### config.mk
export PLATFORM = sky130hd
export DESIGN_NAME = int_alu_core
export DESIGN_NICKNAME = d
export VERILOG_FILES = /design/src/rtl/int_alu_pkg.sv /design/src/rtl/int_alu_arith.sv /design/src/rtl/int_alu_compare.sv /design/src/rtl/int_alu_shifter.sv /design/src/rtl/int_alu_core.sv
export SDC_FILE = /design/constraint.sdc
export NUM_CORES = 2
export LEC_CHECK = 0
export BUFFER_PORTS_ARGS = -buffer_cell sky130_fd_sc_hd__buf_2
export CORE_ASPECT_RATIO = 1.5
export CORE_MARGIN = 3
export CORE_UTILIZATION = 60
export DETAILED_ROUTE_END_ITERATION = 6
export GPL_TIMING_DRIVEN = 0
export PLACE_DENSITY = 0.82
export SYNTH_ARGS = -nofsm -noshare
export SYNTH_HDL_FRONTEND = slang
export SYNTH_SLANG_ARGS = --single-unit
### constraint.sdc
create_clock -name vclk -period 127.8
set_input_delay 19.17 -clock vclk [all_inputs]
set_output_delay 19.17 -clock vclk [all_outputs]
set_load 0.02 [all_outputs]
### src/rtl/int_alu_pkg.sv
package int_alu_pkg;

   localparam int FUNC_W = 4;

   typedef enum logic [FUNC_W-1:0] {
      FN_ADD = 4'd0,
      FN_SUB = 4'd1,
      FN_MUL = 4'd2,
      FN_DIV = 4'd3,
      FN_AND = 4'd4,
      FN_OR  = 4'd5,
      FN_XOR = 4'd6,
      FN_EQ  = 4'd7,
      FN_NE  = 4'd8,
      FN_LT  = 4'd9,
      FN_LE  = 4'd10,
      FN_GT  = 4'd11,
      FN_GE  = 4'd12,
      FN_SHL = 4'd13,
      FN_SHR = 4'd14,
      FN_RSV = 4'd15
   } alu_fn_e;

   typedef struct packed {
      logic eq;
      logic ne;
      logic lt;
      logic le;
      logic gt;
      logic ge;
   } rel_flags_t;

endpackage

### src/rtl/int_alu_arith.sv
module int_alu_arith #(
   parameter int DATA_W = 32
) (
   input  logic [DATA_W-1:0] a,
   input  logic [DATA_W-1:0] b,
   output logic [DATA_W-1:0] sum,
   output logic [DATA_W-1:0] diff,
   output logic [DATA_W-1:0] prod,
   output logic [DATA_W-1:0] quot
);
   localparam int MSB = DATA_W - 1;

   logic [DATA_W-1:0] mag_a;
   logic [DATA_W-1:0] mag_b;
   logic [DATA_W-1:0] mag_q;
   logic              neg_q;
   logic              b_zero;

   assign sum  = a + b;
   assign diff = a - b;
   assign prod = a * b;

   // The quotient is formed from magnitudes. Negating the most negative
   // value gives itself, read as an unsigned magnitude of 2^(DATA_W-1), so
   // the overflowing case falls out without a special path.
   always_comb begin
      mag_a  = a[MSB] ? -a : a;
      mag_b  = b[MSB] ? -b : b;
      neg_q  = a[MSB] ^ b[MSB];
      b_zero = (b == '0);
      mag_q  = b_zero ? '0 : (mag_a / mag_b);
      if (b_zero)
         quot = '1;
      else if (neg_q)
         quot = -mag_q;
      else
         quot = mag_q;
   end

endmodule

### src/rtl/int_alu_compare.sv
module int_alu_compare
   import int_alu_pkg::*;
#(
   parameter int DATA_W = 32
) (
   input  logic [DATA_W-1:0] a,
   input  logic [DATA_W-1:0] b,
   output rel_flags_t        rel
);
   localparam int MSB = DATA_W - 1;

   logic [DATA_W-1:0] gap;
   logic              signs_differ;
   logic              less;
   logic              same;

   // Signed less-than from one subtractor. When the signs differ, the
   // negative operand is the smaller one. Otherwise the difference cannot
   // overflow and its sign bit decides.
   always_comb begin
      gap          = a - b;
      signs_differ = a[MSB] ^ b[MSB];
      less         = signs_differ ? a[MSB] : gap[MSB];
      same         = (a == b);
      rel.eq       = same;
      rel.ne       = ~same;
      rel.lt       = less;
      rel.le       = less | same;
      rel.gt       = ~(less | same);
      rel.ge       = ~less;
   end

endmodule

### src/rtl/int_alu_shifter.sv
module int_alu_shifter #(
   parameter int DATA_W       = 32,
   parameter bit SHIFT_STAGED = 1'b1
) (
   input  logic [DATA_W-1:0]         data,
   input  logic [$clog2(DATA_W)-1:0] amt,
   input  logic                      go_right,
   output logic [DATA_W-1:0]         shifted
);
   localparam int AMT_W = $clog2(DATA_W);

   generate
      if (SHIFT_STAGED) begin : g_staged
         // One left-shifting chain serves both directions. A right shift
         // reverses the word on the way in and on the way out.
         logic [DATA_W-1:0] chain [AMT_W+1];
         logic [DATA_W-1:0] flipped_in;
         logic [DATA_W-1:0] flipped_out;

         always_comb begin
            for (int i = 0; i < DATA_W; i++)
               flipped_in[i] = data[DATA_W-1-i];
         end

         assign chain[0] = go_right ? flipped_in : data;

         for (genvar s = 0; s < AMT_W; s++) begin : g_stage
            assign chain[s+1] = amt[s] ? (chain[s] << (1 << s)) : chain[s];
         end

         always_comb begin
            for (int i = 0; i < DATA_W; i++)
               flipped_out[i] = chain[AMT_W][DATA_W-1-i];
         end

         assign shifted = go_right ? flipped_out : chain[AMT_W];
      end else begin : g_operator
         assign shifted = go_right ? (data >> amt) : (data << amt);
      end
   endgenerate

endmodule

### src/rtl/int_alu_core.sv
module int_alu_core
   import int_alu_pkg::*;
#(
   parameter int DATA_W       = 32,
   parameter bit SHIFT_STAGED = 1'b1
) (
   input  logic [DATA_W-1:0] op_a,
   input  logic [DATA_W-1:0] op_b,
   input  logic [3:0]        func,
   output logic [DATA_W-1:0] result
);
   localparam int AMT_W = $clog2(DATA_W);

   generate
      if (DATA_W < 8 || (DATA_W & (DATA_W - 1)) != 0) begin : g_bad_width
         $error("int_alu_core: DATA_W must be a power of two of at least 8");
      end
   endgenerate

   logic [DATA_W-1:0] sum_w;
   logic [DATA_W-1:0] diff_w;
   logic [DATA_W-1:0] prod_w;
   logic [DATA_W-1:0] quot_w;
   logic [DATA_W-1:0] shift_w;
   rel_flags_t        rel_w;
   alu_fn_e           fn;

   assign fn = alu_fn_e'(func);

   int_alu_arith #(.DATA_W(DATA_W)) u_arith (
      .a    (op_a),
      .b    (op_b),
      .sum  (sum_w),
      .diff (diff_w),
      .prod (prod_w),
      .quot (quot_w)
   );

   int_alu_compare #(.DATA_W(DATA_W)) u_cmp (
      .a   (op_a),
      .b   (op_b),
      .rel (rel_w)
   );

   int_alu_shifter #(.DATA_W(DATA_W), .SHIFT_STAGED(SHIFT_STAGED)) u_shift (
      .data     (op_a),
      .amt      (op_b[AMT_W-1:0]),
      .go_right (fn == FN_SHR),
      .shifted  (shift_w)
   );

   function automatic logic [DATA_W-1:0] as_word(input logic flag);
      return {{(DATA_W-1){1'b0}}, flag};
   endfunction

   always_comb begin
      unique case (fn)
         FN_ADD:  result = sum_w;
         FN_SUB:  result = diff_w;
         FN_MUL:  result = prod_w;
         FN_DIV:  result = quot_w;
         FN_AND:  result = op_a & op_b;
         FN_OR:   result = op_a | op_b;
         FN_XOR:  result = op_a ^ op_b;
         FN_EQ:   result = as_word(rel_w.eq);
         FN_NE:   result = as_word(rel_w.ne);
         FN_LT:   result = as_word(rel_w.lt);
         FN_LE:   result = as_word(rel_w.le);
         FN_GT:   result = as_word(rel_w.gt);
         FN_GE:   result = as_word(rel_w.ge);
         FN_SHL,
         FN_SHR:  result = shift_w;
         default: result = '0;
      endcase
   end

endmodule

==> results of run 1 <==
-- layer usage --
layer  overflow  track usage, %
met1          2            67.3
met2         91            89.8
met3          1            45.5
met4         73            72.1
met5          0            9.31
-- through the flow --
| step | util [%] | TNS, ps | area, um^2 |
|---|---|---|---|
| after global placement | 63.0 | -837930 | 54600 |
| after floorplan | - | 0 | 52700 |
| after CTS | 65.4 | 0 | 56700 |
| after detailed placement | 64.0 | -691130 | 55500 |
-- synthesized netlist by cell type, types with 77 or more instances --
cell type and count:
sky130_fd_sc_hd__nor2b_1 77, sky130_fd_sc_hd__a21o_1 193, sky130_fd_sc_hd__mux2i_1 114, sky130_fd_sc_hd__inv_1 702, sky130_fd_sc_hd__nor2_1 679, sky130_fd_sc_hd__xnor2_1 359
sky130_fd_sc_hd__nand2_1 931, sky130_fd_sc_hd__nor3_1 209, sky130_fd_sc_hd__a21oi_1 522, sky130_fd_sc_hd__o21a_1 142, sky130_fd_sc_hd__ha_1 750, sky130_fd_sc_hd__clkbuf_1 229
sky130_fd_sc_hd__a31oi_1 81, sky130_fd_sc_hd__nand3_1 150, sky130_fd_sc_hd__xor2_1 168, sky130_fd_sc_hd__o21ai_0 306, sky130_fd_sc_hd__fa_1 411
-- cell families after synthesis --
kind of cell	share of synthesized area, %
AOI/OAI and AO/OA	24.1
xor gates and xnor gates	8.76
adders and majority gates	33.4
buffers and inverters	7.71
muxes	3.83
and+or+nand+nor	22.1
-- repair_timing --
item	CTS
pin swaps	25
hold buffers	0
endpoints found under the setup margin	32
gates resized for setup	270
setup buffers	19
gates cloned	1
==> impl_metrics.sql, run 1 <==
INSERT INTO impl_metrics (metric_group, metric, value, unit) VALUES
('run_status', 'outcome', 'aborted with a tool error', ''),
('placed_design', 'gpl.final_weighted_congestion', '1.19', ''),
('synth', 'syn_inst', '7365', ''),
('grt', 'grt_overflow', '167', ''),
('synth', 'netlist-cell-type-count', '118', ''),
('floorplanning', 'die_w', '248', 'um'),
('grt', 'maximum_number_of_pins_on_one_net_before_global_route_repair', '29', ''),
('placed_design', 'placed_cells_incl_taps', '8649', ''),
('placed_design', 'pre_cts_ws', '-22390', 'ps'),
('grt', 'number_of_global_route_vias_before_repair', '65900', ''),
('grt', 'grt_first_pass_wirelength', '457000', 'um'),
('synth', 'synth_area', '0.0527', 'mm^2'),
('synth', 'synth_seq_area_share', '0', '%'),
('synth', 'syn_nets', '8594', ''),
('floorplanning', 'ioPinCount', '100', ''),
('floorplanning', 'num_rows', '132', ''),
('placed_design', 'dp.final_hpwl', '225000', 'um'),
('synth', 'syn-mean-instance-area', '7.15', 'um^2'),
('floorplanning', 'initial_core_util', '60.8', '%'),
('run_status', 'toolErrorMsg', '[ERROR GRT-0116] Global routing finished with congestion. Check the congestion regions in the DRC Viewer.', ''),
('synth', 'synth.top_cell.area_share', '17.8', '%'),
('run_status', 'outcome.stop_stage', 'global routing', ''),
('floorplanning', 'dieHeight', '369', 'um'),
('synth', 'top_cells_by_area_in_the_synthesized_netlist', 'sky130_fd_sc_hd__ha_1, sky130_fd_sc_hd__fa_1, sky130_fd_sc_hd__nand2_1', ''),
('grt', 'groute.usage.overall', '68.2', '%'),
('synth', 'yosys_warnings', '0', ''),
('placed_design', 'io_buffers', '100', ''),
('synth', 'yosys.area.top_type', 'sky130_fd_sc_hd__ha_1', '');
==> inputs of run 2 (changes only) <==
--- a/config.mk
+++ b/config.mk
@@ -6,12 +6,11 @@
 export NUM_CORES = 2
 export LEC_CHECK = 0
 export BUFFER_PORTS_ARGS = -buffer_cell sky130_fd_sc_hd__buf_2
-export CORE_ASPECT_RATIO = 1.5
 export CORE_MARGIN = 3
-export CORE_UTILIZATION = 60
+export CORE_UTILIZATION = 40
 export DETAILED_ROUTE_END_ITERATION = 6
 export GPL_TIMING_DRIVEN = 0
-export PLACE_DENSITY = 0.82
+export PLACE_DENSITY_LB_ADDON = 0.15
 export SYNTH_ARGS = -nofsm -noshare
 export SYNTH_HDL_FRONTEND = slang
 export SYNTH_SLANG_ARGS = --single-unit
==> impl_metrics.sql, run 2 <==
INSERT INTO impl_metrics (metric_group, metric, value, unit) VALUES
('synth', 'syn-mean-instance-area', '7.15', 'um^2'),
('layout', 'finish.utilization', '45.3', '%'),
('layout', 'areaGrowthSynthToFinish', '11.8', '%'),
('floorplanning', 'dieHeight', '369', 'um'),
('critical_path', 'cp-end-kind', 'output port', ''),
('route', 'ant_nets', '0', ''),
('route', 'detail_route.iter0.violations', '6492', ''),
('critical_path', 'timing.critical_path.from', 'op_a[25]', ''),
('worst_hold_path', 'min_from', 'op_a[3]', ''),
('layout', 'design.final.nets', '8826', ''),
('sta', 'maximum_clock_frequency', '8.00', 'MHz'),
('run_status', 'violations_in_the_final_reports', 'max-capacitance violations, max-slew violations', ''),
('grt', 'groute.usage.overall', '40.4', '%'),
('synth', 'yosys.area.top_type', 'sky130_fd_sc_hd__ha_1', ''),
('sta', 'period_needed', '124940', 'ps'),
('placed_design', 'pre_cts_ws', '-24360', 'ps'),
('critical_path', 'crit_path_frequent_cell', 'sky130_fd_sc_hd__ha_1', ''),
('sta', 'slew_violations', '31', ''),
('critical_path', 'worstPathMaxFanout', '10', ''),
('layout', 'final_common_cell', 'sky130_fd_sc_hd__nand2_1', ''),
('job', 'cap_violations', '3', ''),
('critical_path', 'worst_path_max_delay_cell', 'sky130_fd_sc_hd__clkbuf_1', ''),
('synth', 'syn_inst', '7365', ''),
('worst_hold_path', 'holdPathStages', '5', ''),
('critical_path', 'worstSetupStartpointType', 'input pin', ''),
('layout', 'post_route_cells_drive_above_1_share', '10.5', '%'),
('grt', 'maximum_number_of_pins_on_one_net_before_global_route_repair', '31', ''),
('synth', 'synth_most_common_cell', 'sky130_fd_sc_hd__nand2_1', ''),
('floorplanning', 'num_rows', '132', ''),
('floorplanning', 'ioPinCount', '100', ''),
('synth', 'synth_seq_area_share', '0', '%'),
('layout', 'numSequentialCells', '0', ''),
('synth', 'netlist-cell-type-count', '118', ''),
('placed_design', 'gpl.final_weighted_congestion', '1.09', ''),
('critical_path', 'worst-endpoint-required', '108630', 'ps'),
('route', 'dr.pass1.iters', '6', ''),
('synth', 'syn_nets', '8594', ''),
('sta', 'layout_setup_ws', '2860', 'ps'),
('synth', 'top_cells_by_area_in_the_synthesized_netlist', 'sky130_fd_sc_hd__ha_1, sky130_fd_sc_hd__fa_1, sky130_fd_sc_hd__nand2_1', ''),
('critical_path', 'critPathArrivalTime', '105770', 'ps'),
('synth', 'synth_area', '0.0527', 'mm^2'),
('critical_path', 'critical_path_class', 'input pin to output port', ''),
('sta', 'timing.final.hold_violations', '0', ''),
('placed_design', 'dp.final_hpwl', '236000', 'um'),
('grt', 'grt_first_pass_wirelength', '404000', 'um'),
('route', 'wl_per_cell', '30.5', 'um'),
('route', 'post_drt_via_cell_ratio', '6.36', ''),
('grt', 'grt_overflow', '0', ''),
('sta', 'final_critical_path_share_of_the_clock_period', '97.8', '%'),
('sta', 'report.final.setup_viol', '0', ''),
('layout', 'area.sequential', '0', 'um^2'),
('run_status', 'outcome', 'finished, violations left', ''),
('grt', 'grt_antenna_before_repair', '24', ''),
('layout', 'clock_buffers', '0', ''),
('route', 'vias', '59500', ''),
('sta', 'slew-limit-headroom', '-5.39', '%'),
('floorplanning', 'total_die_area', '0.136', 'mm^2'),
('synth', 'yosys_warnings', '0', ''),
('route', 'drc', '0', ''),
('floorplanning', 'initial_core_util', '40.5', '%'),
('route', 'drt-total-wl', '285000', 'um'),
('worst_hold_path', 'worst_min_path_class', 'input pin to output port', ''),
('synth', 'synth.top_cell.area_share', '17.8', '%'),
('grt', 'number_of_global_route_vias_before_repair', '56800', ''),
('worst_hold_path', 'whs_endpoint', 'result[3]', ''),
('sta', 'tightestPinTransition', '1580', 'ps'),
('placed_design', 'io_buffers', '100', ''),
('floorplanning', 'design.core.area', '0.130', 'mm^2'),
('synth', 'synth_top_cells_by_count', 'sky130_fd_sc_hd__nand2_1, sky130_fd_sc_hd__ha_1, sky130_fd_sc_hd__inv_1', ''),
('critical_path', 'cp_slowest_stage_delay', '1150', 'ps'),
('floorplanning', 'die_w', '369', 'um'),
('layout', 'most-common-layout-cells', 'sky130_fd_sc_hd__nand2_1, sky130_fd_sc_hd__ha_1, sky130_fd_sc_hd__inv_1', '');
run 2: how the worst max path moves through the flow:
stage | endpoint | slack [ps] | cells past startpoint
after detailed placement | result[24] | -24360 | 373
after CTS | result[25] | 40 | 380
after global placement | result[24] | -31480 | 371
after floorplan | result[29] | 6890 | 367
final | result[9] | 2860 | 368
after global routing | result[25] | -240 | 380
run 2: through the flow:
step	TNS (ps)	std cells	cell area [um^2]	hold slack, ps
2_1_floorplan	0	7365	52700	38720
3_3_place_gp	-965830	9207	55400	39210
3_5_place_dp	-738880	9257	56400	39200
4_1_cts	0	9288	57700	39200
5_1_grt	-1590	9337	58900	39270
6_report	0	9357	58900	39240
run 2: critical path, delay by kind of cell:
kind	cells	cell delay, ps
buf+inv	52	12010
xor+xnor	1	250
simple gates	91	19640
mux	9	2870
compound gates	183	41760
fa+ha+maj	32	9790
run 2: metal layers:
| layer | wire [um] | global-route usage [%] | up-vias |
|---|---|---|---|
| met5 | 65 | 0 | - |
| met3 | 28000 | 8.56 | 836 |
| met4 | 21900 | 24.1 | 10 |
| met2 | 118000 | 60.7 | 3307 |
| li1 | - | - | 26300 |
| met1 | 117000 | 53.0 | 29100 |
run 2: cell families (layout without fill, tap and decap cells):
kind of cell	count (synthesis)	count (layout)	share of synthesized area, %
AOI/OAI and AO/OA	1900	1900	24.1
xor gates and xnor gates	527	527	8.76
adders and majority gates	1161	1161	33.4
buffers and inverters	1051	1281	7.71
muxes	188	188	3.83
other	0	20	0
and+or+nand+nor	2538	2538	22.1
run 2: area by class of cell:
cell class / instances / area (um^2)
fill: 13700 / 71200
multi-input combinational: 6314 / 50300
inverter: 721 / 2760
tap: 1742 / 2180
timing repair buffer: 243 / 2050
buffer: 316 / 1570
antenna: 20 / 50.0
timing repair inverter: 1 / 8.76
run 2: what timing repair did:
| item | in CTS | in global routing |
|---|---|---|
| endpoints found under the hold margin | 0 | 0 |
| gates resized for setup | 283 | 222 |
| cloned | 0 | 2 |
| endpoints found under the setup margin | 32 | 32 |
| setup buffers | 37 | 55 |
| hold buffers | 0 | 0 |
| pin swaps | 30 | 51 |
